## src/rtl/ssc_pwm_carrier.sv

```systemverilog
module ssc_pwm_carrier #(
  parameter int CLK_HZ   = 100_000_000,
  parameter int F_LO     = 145_000,
  parameter int F_STEP   = 5_000,
  parameter int NSTEPS   = 31,
  parameter int FIX_STEP = 15,
  parameter int CW       = 10,
  parameter int DW       = 8,
  parameter int LW       = 5,
  parameter int SEED     = 1
) (
  input  logic          clk,
  input  logic          rst_n,
  input  logic          en,
  input  logic [DW-1:0] duty,
  output logic [CW-1:0] ramp,
  output logic          start,
  output logic          pwm
);
  localparam int SW = $clog2(NSTEPS);
  localparam int PW = CW + DW;

  logic [CW-1:0] per_tab [NSTEPS];
  for (genvar k = 0; k < NSTEPS; k++) begin : g_tab
    assign per_tab[k] = CW'((CLK_HZ + (F_LO + F_STEP*k)/2) / (F_LO + F_STEP*k));
  end

  logic [CW-1:0] cnt, per, thr, nper;
  logic [LW-1:0] lfsr;
  logic [SW-1:0] sel_step;
  logic [PW-1:0] prod;
  logic          wrap, fb;

  assign fb       = lfsr[LW-1] ^ lfsr[LW-3];
  assign sel_step = en ? SW'(lfsr - 1'b1) : SW'(FIX_STEP);
  assign nper     = per_tab[sel_step];
  assign prod     = PW'(duty) * PW'(nper);
  assign wrap     = (cnt == per - 1'b1);

  always_ff @(posedge clk or negedge rst_n) begin
    if (!rst_n) begin
      cnt  <= '0;
      per  <= per_tab[SEED-1];
      thr  <= '0;
      lfsr <= LW'(SEED);
    end else begin
      cnt <= wrap ? '0 : cnt + 1'b1;
      if (wrap) begin
        per <= nper;
        thr <= prod[PW-1:DW];
      end
      if (lfsr == '0)
        lfsr <= LW'(SEED);
      else if (cnt == '0 && en)
        lfsr <= {lfsr[LW-2:0], fb};
    end
  end

  assign ramp  = cnt;
  assign start = (cnt == '0);
  assign pwm   = (cnt < thr);
endmodule

```

## config.mk

```make
export PLATFORM = sky130hd
export DESIGN_NAME = ssc_pwm_carrier
export DESIGN_NICKNAME = d
export VERILOG_FILES = /design/src/rtl/ssc_pwm_carrier.sv
export SDC_FILE = /design/constraint.sdc
export NUM_CORES = 1
export LEC_CHECK = 0
export CAP_MARGIN = 10
export CELL_PAD_IN_SITES_DETAIL_PLACEMENT = 1
export CELL_PAD_IN_SITES_GLOBAL_PLACEMENT = 1
export CORE_MARGIN = 2
export CORE_UTILIZATION = 40
export CTS_BUF_LIST = sky130_fd_sc_hd__clkbuf_2
export DETAILED_ROUTE_END_ITERATION = 12
export GPL_TIMING_DRIVEN = 0
export PLACE_DENSITY = 0.68
export SLEW_MARGIN = 20
export SYNTH_ARGS = -nofsm -noshare
export SYNTH_HDL_FRONTEND = slang
export SYNTH_SLANG_ARGS = --single-unit
```

## constraint.sdc

```tcl
create_clock -name clk -period 7.8 [get_ports clk]
set_clock_uncertainty 0.2 [all_clocks]
set_input_delay 1.56 -clock clk [delete_from_list [all_inputs] [get_ports clk]]
set_output_delay 1.56 -clock clk [all_outputs]
set_load 0.005 [all_outputs]
```

==> reports/metrics.cfg <==
[outcome]
status=finished clean

[worst_setup_path]
crit_fanout=7
crit_type=input port to flip-flop
crit_path_end_kind=flip-flop
start_kind=input port
critPathArrivalTime_ps=7670
max_stage_delay_ps=550
crit_path_frequent_cell=fa_1
crit_path_cell_trace=clkdlybuf4s50_1 -> inv_1 -> nor3_4 -> nor2_1 -> a222oi_1 -> buf_2 -> buf_2 -> and2_1 -> fa_1 -> fa_1 -> fa_1 -> inv_1 -> fa_1 -> inv_1 -> ha_1 -> a21o_1 -> a21oi_1 -> o21ai_0 -> a21oi_2 -> a21oi_1 -> or2_1 -> a221o_1
crit_slowest_cell=fa_1
crit_required_ps=7880

[grt]
grt_usage=0.205
grt_max_degree=33
grt-ovfl-total=0
antenna_found_initial=0
grt_pass1_wl_mm=23.3
grt_pass1_vias=4620

[die]
ios=23
die_area_um2=13900
die_height_um=118
rows=41
die_w_um=118
core-area_um2=12600
start_util=0.411

[clocking]
cts_tree=done
cts_sinks=35
htreeDepth=2
cts.clk_slew.worst_paths_ps=180
clockBufferDepth=2
clkLatencyLatePin_ps=390
cts-root-buf=clkbuf_2
numCtsBuffers=5
cts-hold-fix-buffers=0

[place]
gp_congestion=0.815
place_hpwl_mm=10.7
place_area_um2=5650
io_buffers=22

[detailed_routing]
first_pass_iters=6
wl_per_cell_um=16.9
drc_errors=0
drt_iter0_drc=151
drt-total-wl_mm=13.3
vias=4181
viasPerCell=5.31
ant_nets=0

[synthesis]
synth_top_area_share=0.181
synth_cells=578
ys_warn_count=0
ys_seq_area_frac=0.170
avgSynthCellArea_um2=8.97
ys.flop_type=dfrtp_1
synth_fp_nets=691
synthTopCellsByArea=fa_1, dfrtp_1, ha_1
synth_edf_count=0
synth_cell_type_count=70
async_reset_ff_frac=1.00
synth_top_cell_by_area=fa_1
syn_area_um2=5180
ys_ff_latch=35

[pwr]
p_sw_frac=0.467
intPower_uw=584
power_frac_seq=0.195
power_density_nw_per_um2=188
leakage_uw=0.00285
power_frac_clock=0.107
p_sw_uw=512
finalPower_uw=1100
combPwrFrac=0.697
max-vdd-ir-drop_v=0.000109

[cells_and_area]
layout_commonest_cell=inv_1
num-fill-cells=1550
antenna_cells=0
area_delta_synth_final_pct=12.4
finalInstanceArea_um2=5830
multiInputGateArea_um2=3930
fin_nets=727
drive_gt1_frac=0.127
layout_common_cells=inv_1, and2_1, ha_1, fa_1, nor2_1
area.sequential_um2=883
postLayoutCoreUtil=0.462

[timing]
rsz0062_at_grt=no
finalCriticalPeriod_ps=7590
finalSetupTns_ps=0
final-hold-violation-count=0
finalSetupViolations=0
final_max_slew_viol_count=0
fin_crit_sh=0.973
slew_headroom=0.470
tightest_slew_ps=788
max_freq_ghz=0.132

[job]
maxCapViolCount=0

[hold_path]
hp-class=flip-flop to flip-flop

-- power by group through the flow --
stage | combinational, uW | clock, uW | sequential, uW
after global routing | 883 | 132 | 217
after CTS | 766 | 121 | 214
after floorplan | 568 | 0 | 212
after detailed placement | 746 | 0 | 217
after global placement | 719 | 0 | 216
final | 764 | 118 | 214
-- metrics by stage --
| step | worst slack (ps) | hold WS [ps] | cells |
|---|---|---|---|
| floorplan | 533 | 250 | 578 |
| global placement | -1240 | 269 | 772 |
| detailed placement | -991 | 286 | 775 |
| CTS | 69.8 | 322 | 786 |
| global route | 3.63 | 369 | 787 |
| finish | 208 | 313 | 787 |
-- synthesized netlist by cell type (all sizes together), types with 4 or more instances --
cell type / n
a2111oi: 4
a21o: 16
a21oi: 24
a221o: 6
and2: 62
buf: 11
clkbuf: 6
dfrtp: 29
dfstp: 6
fa: 47
ha: 55
inv: 88
mux2: 11
nand2: 38
nand2b: 4
nand3: 11
nor2: 44
nor2b: 4
nor3: 4
nor4: 8
o211ai: 4
o21ai: 24
o31a: 4
or3: 4
xnor2: 18
xor2: 10
-- flip-flops by register name, indices dropped and copies added (netlist names) --
register  count
lfsr          5
per          10
ramp         10
thr          10
-- layout make-up --
| type | instances | share of cell area |
|---|---|---|
| multi-input combinational | 438 | 0.675 |
| sequential | 35 | 0.152 |
| inverter | 88 | 0.0567 |
| timing repair buffer | 29 | 0.0494 |
| tap | 172 | 0.0369 |
| buffer | 17 | 0.0191 |
| clock buffer | 7 | 0.00601 |
| clock inverter | 1 | 0.00515 |
-- final timing paths --
path,startpoint,end,cells past startpoint,slack (ps)
worst max register to register,lfsr[0],thr[8],26,430
max in group asynchronous,rst_n,per[9],2,6140
min in group asynchronous,rst_n,thr[7],1,770
worst min register to register,thr[0],thr[0],2,310
worst max-delay path,en,thr[8],22,210
worst min-delay path,thr[0],thr[0],2,310
-- worst max-delay path: cells and delay by family --
kind            cells  cell delay [ps]
fa+ha+maj           5             2370
compound gates      7             1610
buf+inv             6             1170
simple gates        4              960
-- cells by family (layout without fill, tap and decap cells) --
group / after synthesis / in the layout / synth area share
and+or+nand+nor: 191 / 191 / 0.201
buffers and inverters: 105 / 142 / 0.0845
AOI/OAI and AO/OA: 104 / 104 / 0.151
adders and majority gates: 102 / 102 / 0.314
DFF: 35 / 35 / 0.170
xor gates and xnor gates: 28 / 28 / 0.0509
muxes: 13 / 13 / 0.0278
-- per-layer routing --
| layer | share of wire | vias up | track usage | routed length [um] |
|---|---|---|---|---|
| li1 | - | 1992 | - | - |
| met5 | 0 | - | 0 | 0 |
| met3 | 0.019 | 8 | 0.0174 | 247 |
| met1 | 0.46 | 2140 | 0.280 | 6170 |
| met2 | 0.51 | 41 | 0.360 | 6780 |
| met4 | 0.0077 | 0 | 0.0324 | 103 |
-- what timing repair did --
action | CTS | global route
resized for setup | 6 | 17
setup endpoints to repair | 10 | 5
pin swaps | 2 | 2
buffers inserted | 3 | 1
cloned | 0 | 0
Note: power is estimated with default switching activity, not from simulation.
